<file path="src/rtl/vct_pkg.sv">
package vct_pkg;

   // Kind of update a credit counter applies on a clock edge
   typedef enum logic [1:0] {
      UPD_IDLE = 2'd0,
      UPD_TAKE = 2'd1,
      UPD_GIVE = 2'd2,
      UPD_HOLD = 2'd3
   } upd_e;

   // Readiness needs strictly more credits than this, regardless of depth
   localparam int unsigned READY_FLOOR = 1;

endpackage

</file>
<file path="src/rtl/vct_onehot_dec.sv">
module vct_onehot_dec #(
   parameter int N   = 4,
   localparam int IW = (N > 1) ? $clog2(N) : 1
) (
   input  logic          en,
   input  logic [IW-1:0] idx,
   output logic [N-1:0]  hot
);

   for (genvar i = 0; i < N; i++) begin : g_bit
      assign hot[i] = en && (idx == IW'(i));
   end

endmodule

</file>
<file path="src/rtl/vct_grant_pipe.sv">
module vct_grant_pipe #(
   parameter int NUM_VC = 4,
   localparam int VCW   = (NUM_VC > 1) ? $clog2(NUM_VC) : 1
) (
   input  logic           clk,
   input  logic           rst_n,
   input  logic           gnt_vld,
   input  logic [VCW-1:0] gnt_vc,
   output logic           st_vld,
   output logic [VCW-1:0] st_vc
);

   // Allocation/traversal boundary: grant and allocated VC move on together
   always_ff @(posedge clk) begin
      if (!rst_n) begin
         st_vld <= 1'b0;
         st_vc  <= '0;
      end else begin
         st_vld <= gnt_vld;
         st_vc  <= gnt_vld ? gnt_vc : st_vc;
      end
   end

endmodule

</file>
<file path="src/rtl/vct_credit_cnt.sv">
module vct_credit_cnt
   import vct_pkg::*;
#(
   parameter int DEPTH = 4,
   localparam int CW   = $clog2(DEPTH + 1)
) (
   input  logic          clk,
   input  logic          rst_n,
   input  logic          take,
   input  logic          give,
   output logic [CW-1:0] cnt,
   output logic          ready
);

   upd_e          upd;
   logic [CW-1:0] cnt_nxt;

   always_comb begin
      unique case ({give, take})
         2'b01:   upd = UPD_TAKE;
         2'b10:   upd = UPD_GIVE;
         2'b11:   upd = UPD_HOLD;
         default: upd = UPD_IDLE;
      endcase
   end

   always_comb begin
      unique case (upd)
         UPD_TAKE: cnt_nxt = cnt - CW'(1);
         UPD_GIVE: cnt_nxt = cnt + CW'(1);
         default:  cnt_nxt = cnt;
      endcase
   end

   always_ff @(posedge clk) begin
      if (!rst_n) begin
         cnt   <= CW'(DEPTH);
         ready <= 1'b1;
      end else begin
         cnt   <= cnt_nxt;
         ready <= (cnt_nxt > CW'(READY_FLOOR));
      end
   end

endmodule

</file>
<file path="src/rtl/vc_credit_tracker.sv">
module vc_credit_tracker #(
   parameter int NUM_VC = 4,
   parameter int DEPTH  = 4,
   localparam int VCW   = (NUM_VC > 1) ? $clog2(NUM_VC) : 1,
   localparam int CW    = $clog2(DEPTH + 1)
) (
   input  logic              clk,
   input  logic              rst_n,
   input  logic              sa_gnt_vld,
   input  logic [VCW-1:0]    sa_gnt_vc,
   input  logic              crd_vld,
   input  logic [VCW-1:0]    crd_vc,
   output logic [NUM_VC-1:0] vc_ready
);

   if (DEPTH < 2) begin : g_bad_depth
      $error("vc_credit_tracker: DEPTH must be at least 2");
   end
   if (NUM_VC < 1) begin : g_bad_vc
      $error("vc_credit_tracker: NUM_VC must be at least 1");
   end

   logic                       pipe_vld;
   logic [VCW-1:0]             pipe_vc;
   logic [NUM_VC-1:0]          take_hot;
   logic [NUM_VC-1:0]          give_hot;
   logic [NUM_VC-1:0][CW-1:0]  cnt_all;

   vct_grant_pipe #(.NUM_VC(NUM_VC)) u_pipe (
      .clk     (clk),
      .rst_n   (rst_n),
      .gnt_vld (sa_gnt_vld),
      .gnt_vc  (sa_gnt_vc),
      .st_vld  (pipe_vld),
      .st_vc   (pipe_vc)
   );

   vct_onehot_dec #(.N(NUM_VC)) u_take_dec (
      .en  (pipe_vld),
      .idx (pipe_vc),
      .hot (take_hot)
   );

   vct_onehot_dec #(.N(NUM_VC)) u_give_dec (
      .en  (crd_vld),
      .idx (crd_vc),
      .hot (give_hot)
   );

   for (genvar v = 0; v < NUM_VC; v++) begin : g_vc
      vct_credit_cnt #(.DEPTH(DEPTH)) u_cnt (
         .clk   (clk),
         .rst_n (rst_n),
         .take  (take_hot[v]),
         .give  (give_hot[v]),
         .cnt   (cnt_all[v]),
         .ready (vc_ready[v])
      );
   end

endmodule

</file>
<file path="config.mk">
export PLATFORM = sky130hd
export DESIGN_NAME = vc_credit_tracker
export DESIGN_NICKNAME = d
export VERILOG_FILES = /design/src/rtl/vct_pkg.sv /design/src/rtl/vct_onehot_dec.sv /design/src/rtl/vct_grant_pipe.sv /design/src/rtl/vct_credit_cnt.sv /design/src/rtl/vc_credit_tracker.sv
export SDC_FILE = /design/constraint.sdc
export NUM_CORES = 1
export LEC_CHECK = 0
export BUFFER_PORTS_ARGS = -buffer_cell sky130_fd_sc_hd__buf_4
export CAP_MARGIN = 20
export CORE_UTILIZATION = 56
export DETAILED_ROUTE_END_ITERATION = 16
export PLACE_DENSITY_LB_ADDON = 0.2
export SYNTH_ARGS = -nofsm -noshare
export SYNTH_HDL_FRONTEND = slang
export SYNTH_SLANG_ARGS = --single-unit
</file>
<file path="constraint.sdc">
create_clock -name clk -period 2.8 [get_ports clk]
set_input_delay 0.42 -clock clk [delete_from_list [all_inputs] [get_ports clk]]
set_output_delay 0.42 -clock clk [all_outputs]
set_load 0.03 [all_outputs]
</file>
# ---- Word level (Yosys, flattened, before mapping)
# Cells that the tools add are included.
dict set report totals {
  output_inout_bits 4
  input_bits 8
  register_bits 19
}
dict set report classes {
  n_addsub 8
  reduce_logical 10
  eq_ne 26
  muxes 8
  n_lt_le_gt_ge 4
}
# operator count
set op_table {}
lappend op_table {{$eq A2 B2 Y1 const B} 16}
lappend op_table {{$pmux W2 S3} 4}
lappend op_table {{$pmux W3 S2} 4}
lappend op_table {{$eq A2 B1 Y1 const B} 10}
lappend op_table {{$add A3 B1 Y3 const B} 4}
lappend op_table {{$gt A3 B1 Y1 const B} 4}
lappend op_table {{$sub A3 B1 Y3 const B} 4}
lappend op_table {{$logic_and A1 B1 Y1} 8}
lappend op_table {{$logic_not A2 Y1} 2}

# ---- Logic depth before layout (Yosys ltp)
dict set report logic_depth {
  ltp_word 7
  mapped_depth 8
  ltp_nobuf 8
}

# ---- Modules after synthesis
# A second synthesis with hierarchy kept.
dict set report unflattened {
  hier_cells 104
  hier_area_um2 1046.0
}
# mod cells_per_inst instances area_per_inst_um2
set by_module_without_submodules {}
lappend by_module_without_submodules {vct_credit_cnt 22 4 217.7}
lappend by_module_without_submodules {vct_grant_pipe 8 1 100.1}
lappend by_module_without_submodules {vct_onehot_dec 4 2 37.5}

# ---- Worst setup path before layout
# Ideal clock, no wire load.
dict set report synth_timing {
  kind {reg-to-reg}
  start {reg u_pipe.st_vc[1]}
  end {reg g_vc[0].u_cnt.ready}
  path_buffers 0
  slack_ns 0.867
  required_ns 2.671
  t_arrival_ns 1.803
  path_stages_with_launch 7
  path_cell_list {dfxtp_1 > or3b_1 > ha_1 > inv_1 > fa_1 > nor4b_1 > a211oi_1}
}
dict set report synth_between {
  elab_chain_len 7
  word_cells_on_any_way 10
  classes_between {1 x order compare; 5 x eq/ne; 2 x mux; 2 x reduce/logical}
}
# element line_no
set synth_rtl {}
lappend synth_rtl {{start: declaration} vct_grant_pipe.sv:10} ;# output logic [VCW-1:0] st_vc
lappend synth_rtl {{start signal: assignment} vct_grant_pipe.sv:20} ;# st_vc <= gnt_vld ? gnt_vc : st_vc;
lappend synth_rtl {{$logic_not A2 Y1 *} vct_onehot_dec.sv:11} ;# assign hot[i] = en && (idx == IW'(i));
lappend synth_rtl {{$logic_and A1 B1 Y1 *} vct_onehot_dec.sv:11}
lappend synth_rtl {{$eq A2 B2 Y1 / $eq A2 B1 Y1 (equally long branches)} vct_credit_cnt.sv:19} ;# unique case ({give, take})
lappend synth_rtl {{$pmux W2 S3 *} vct_credit_cnt.sv:19}
lappend synth_rtl {{$eq A2 B2 Y1 / $eq A2 B1 Y1 (equally long branches)} vct_credit_cnt.sv:28} ;# unique case (upd)
lappend synth_rtl {{$pmux W3 S2 *} vct_credit_cnt.sv:28}
lappend synth_rtl {{$gt A3 B1 Y1 *} vct_credit_cnt.sv:41} ;# ready <= (cnt_nxt > CW'(READY_FLOOR));
lappend synth_rtl {{end signal: assignment} vct_credit_cnt.sv:41}
lappend synth_rtl {{end: declaration} vct_credit_cnt.sv:12} ;# output logic ready
# Every way passes the cells marked *; elsewhere a longest branch is shown, timed or not.
# A chain may end at the register's enable or synchronous reset.

# ---- Final worst setup path
dict set report layout_timing {
  start {reg u_pipe.st_vld}
  end {reg g_vc[0].u_cnt.ready}
}
dict set report layout_between {
  elab_chain_len 6
  word_cells_on_any_way 9
  classes_between {1 x order compare; 5 x eq/ne; 2 x mux; 1 x reduce/logical}
}
# element line_no
set layout_rtl {}
lappend layout_rtl {{start: declaration} vct_grant_pipe.sv:9} ;# output logic st_vld,
lappend layout_rtl {{start signal: assignment} vct_grant_pipe.sv:19} ;# st_vld <= gnt_vld;
lappend layout_rtl {{$logic_and A1 B1 Y1 *} vct_onehot_dec.sv:11}
lappend layout_rtl {{$eq A2 B2 Y1 / $eq A2 B1 Y1 (equally long branches)} vct_credit_cnt.sv:19}
lappend layout_rtl {{$pmux W2 S3 *} vct_credit_cnt.sv:19}
lappend layout_rtl {{$eq A2 B2 Y1 / $eq A2 B1 Y1 (equally long branches)} vct_credit_cnt.sv:28}
lappend layout_rtl {{$pmux W3 S2 *} vct_credit_cnt.sv:28}
lappend layout_rtl {{$gt A3 B1 Y1 *} vct_credit_cnt.sv:41}
# Marked as above.

==> summary.md <==
| Metric | Value |
|---|---|
| Proportion of layout cells with a drive suffix above 1 | 19.83% |
| RSZ-0062 raised after global routing | false |
| Critical path arrival | 2.24 ns |
| Type of destination of the critical path | flop |
| TritonCTS clock tree | yes |
| Residual antenna-violating net count after detailed routing | 0 |
| Effective utilization at floorplan | 61.94% |
| Share of flip-flops with an asynchronous set or reset | 0% |
| Cell taking the most area after synthesis | sky130_fd_sc_hd__dfxtp_1 |
| Per-cell routed wire length | 11.49 um |
| Net count after synthesis | 125 |
| Cts-stage hold buffer count | 0 |
| TritonCTS sink count | 19 |
| First-pass iteration count of the detailed router | 4 |
| Period minus WS final | 2.056 ns |
| Cell leakage power | about 0.49 nW |
| Count of flip-flops with a built-in enable after synthesis | 0 |
| Net switching power | 0.0001723 W |
| Class of the tightest hold or removal check | input pin to flop |
| Clk_lat worst skew | 0.29 ns |
| Number of nets in the final layout | around 130 |
| IO Count | 12 |
| Layout Cell Area excl Fill | 1200 um^2 |
| Final-layout fill cell count | 158 |
| Worst Reg-to-Reg Cells | 6 |
| Largest buffer count on any clock path | 2 |
| Cell depth of the worst hold path | 2 |
| Post-synthesis to final-layout area growth | 7.511% |
| Mean cell area of the mapped netlist | 10.24 um^2 |
| Count of input and output buffers | 11 |
| Area of the die | 2175 um^2 |
| Cell at the root of the clock tree | sky130_fd_sc_hd__clkbuf_4 |
| Total negative slack | 0 ns |
| Number of hold violations in the final report | 0 |
| Leading cell types by total area after synthesis | sky130_fd_sc_hd__dfxtp_1 (34%), sky130_fd_sc_hd__fa_1 (7.2%), sky130_fd_sc_hd__mux2i_1 (5.4%) |
| CP max-delay cell | sky130_fd_sc_hd__fa_1 |
| Final number of setup-violating endpoints | 0 |
| Library cells used by synthesis | 36 |
| Fraction of power spent switching nets | 29.07% |
| Maximum number of pins on one net before global-route repair | 26 |
| Placer congestion estimate | 0.7056 |
| Maximum frequency from static timing analysis | 0.4863 GHz |
| Vias after detailed routing | 737 |
| Iteration-0 DRC Markers | 3 |
| Ratio of final minimum period to clock period | 73.44% |
| IR Drop Worst-Case VDD | 0.2741 mV |
| Gates resized, CTS repair | 0 |
| Die extent in y | approximately 47 um |
| Worst R2R End | g_vc[0].u_cnt.ready |
| Avg Vias per Cell | 5.227 |
| Level count of the clock H-tree | 1 |
| Type of origin of the critical path | flop |
| Worst slew pin tran | 0.3586 ns |
| DRC viols | 0 |
| Final hold slack | 0.3632 ns |
| Outcome | completed |
| Diodes inserted | 0 |
| Number of maximum-capacitance violations | 0 |
| Power density over the cells | 493.8 nW/um^2 |
| Row count | 15 |
| Clock-pin slew of the registers on the worst-case setup and hold paths | ~0.11 ns |
| Std-Cell Core Area | ~1800 um^2 |
| Combinational power share | 24.3% |
| Via count of the first global-routing pass | 691 |
| DIE WIDTH | approximately 47 um |
| Wirelength, routed | 1620 um |
| Combined area of all synthesized cells | approximately 1100 um^2 |
| Sequential share of the synthesized area | 34.08% |
| Origin of the worst min-delay path | sa_gnt_vld |
| Critical path startpoint | u_pipe.st_vld |
| Clock skew | 0.006480 ns |
| Final core area utilization | 66.60% |
| Power share of the clock group | 22.9% |
| Normalized max-slew margin | 75.92% |
| Post-place setup slack | 0.6010 ns |
| Reg-to-reg critical path startpoint | u_pipe.st_vld |
| Most common cell after layout, fill and taps aside | sky130_fd_sc_hd__dfxtp_1 |
| Synth warnings | 0 |
| Cell internal pwr | ~0.00042 W |
| Largest incremental delay on the critical path | roughly 0.45 ns |
| Type of the worst setup path | flop to flop |
| CTS Buf Count | 3 |
| Worst reg2reg setup slack | 0.74 ns |
| Synth Register Bits | 19 |
| Area fraction of the dominant cell type after synthesis | 34.08% |
| Count of buffers added by post-CTS timing repair for setup | 0 |
| Bufs and invs on worst path | 1 |
| Setup ws final | 0.7436 ns |
| Data required time of the worst path | 2.98 ns |
| Post-place instance area | ~1200 um^2 |
| Ordered cell list for the critical path | or3b_1, ha_1, inv_1, fa_1, nor4_1, a211oi_1 |
| Worst path top cell family by delay | simple AND/OR/NAND/NOR gates |
| Aggregate global-route resource usage | roughly 18% |
| Synthesized netlist cell count | 109 |
| Endpoint of the worst hold path | u_pipe.st_vld |
| Initial antenna violation count | 0 |
| Remaining Overflow, GRT | 0 |
| Sequential Power Share | between 50% and 60% |
| Stages on the worst setup path | 6 |
| DP HPWL | 1268 um |
| Prevailing post-synth register cell | sky130_fd_sc_hd__dfxtp_1 |
| First-pass GRT wire length | 2780 um |
| Peak fanout along the critical path | 4 |
| Max-slew violation count | 0 |
| Leading cell types in the layout, fill and taps excluded | sky130_fd_sc_hd__dfxtp_1 (19), sky130_fd_sc_hd__buf_4 (11), sky130_fd_sc_hd__inv_1 (7) |
[kinds of logic (layout without fill, tap and decap cells)]
group	count (synthesis)	after routing	synth area share, %
flip-flops	19	19	34.08
adder cells (fa/ha/maj)	8	8	11.66
AND/OR/NAND/NOR	44	44	27.47
multiplexers	6	6	5.381
XOR/XNOR	8	8	8.296
AO/OA/AOI/OAI	8	8	5.380
buffers and inverters	16	23	7.735
[area by class of cell]
type | instances | area (um^2) | share of cell area (%)
timing repair buffer | 11 | 82.58 | 6.882
clock buffer | 4 | 26.28 | 2.190
multi-input combinational | 74 | 649.4 | 54.12
tap | 25 | 31.28 | 2.607
inverter | 8 | 30.03 | 2.503
sequential | 19 | 380.4 | 31.70
[synth_stat cells (3+ instances only)]
library cell / instances
sky130_fd_sc_hd__dfxtp_1: 19
sky130_fd_sc_hd__mux2i_1: 6
sky130_fd_sc_hd__nor4_1: 3
sky130_fd_sc_hd__xnor2_1: 5
sky130_fd_sc_hd__nand2_1: 3
sky130_fd_sc_hd__fa_1: 4
sky130_fd_sc_hd__and2_1: 5
sky130_fd_sc_hd__buf_4: 4
sky130_fd_sc_hd__inv_1: 7
sky130_fd_sc_hd__nor2b_1: 6
sky130_fd_sc_hd__nand3_1: 5
sky130_fd_sc_hd__ha_1: 4
sky130_fd_sc_hd__nand3b_1: 4
[routing by layer]
metal	global-route usage, %	up-vias	part of all wire [%]
li1	-	388	-
met1	22.78	335	47
met2	29.72	12	49
met3	3.922	2	2.7
met4	9.714	0	1.5
met5	0	-	0
[state kept, by name, indices dropped and copies added, names as in the netlist]
signal / flops
u_pipe.st_vc: 2
u_pipe.st_vld: 1
g_vc.u_cnt.cnt: 12
g_vc.u_cnt.ready: 4
[stage by stage]
stage	total power, W	cells
6_report	0.0005925	141
4_1_cts	0.0006023	141
3_5_place_dp	0.0004640	137
5_1_grt	0.0006342	141
3_3_place_gp	0.0004579	137
2_1_floorplan	0.0004361	109
[power by group through the flow]
stage	sequential [W]	combinational, W	clock [W]
finish	0.000313	0.000144	0.000136
global route	0.000317	0.000161	0.000156
CTS	0.000314	0.000145	0.000144
detailed placement	0.000320	0.000144	0
global placement	0.000318	0.000140	0
floorplan	0.000315	0.000121	0
[worst reg2reg max path, delay by kind of cell (launching register included)]
family                     cells  cell delay, ns
AOI/OAI and AO/OA              1            0.08
adders and majority gates      2            0.70
and+or+nand+nor                2            0.71
DFF                            1            0.37
buffers and inverters          1            0.08
[how the worst max path moves through the flow]
stage	end	slack (ns)
2_1_floorplan	g_vc[0].u_cnt.ready	0.87
3_3_place_gp	g_vc[0].u_cnt.cnt[2]	0.71
3_5_place_dp	g_vc[0].u_cnt.ready	0.60
4_1_cts	g_vc[0].u_cnt.ready	0.72
5_1_grt	g_vc[0].u_cnt.ready	0.63
6_report	g_vc[0].u_cnt.ready	0.74
No activity file was read; power rests on OpenSTA's default activity.
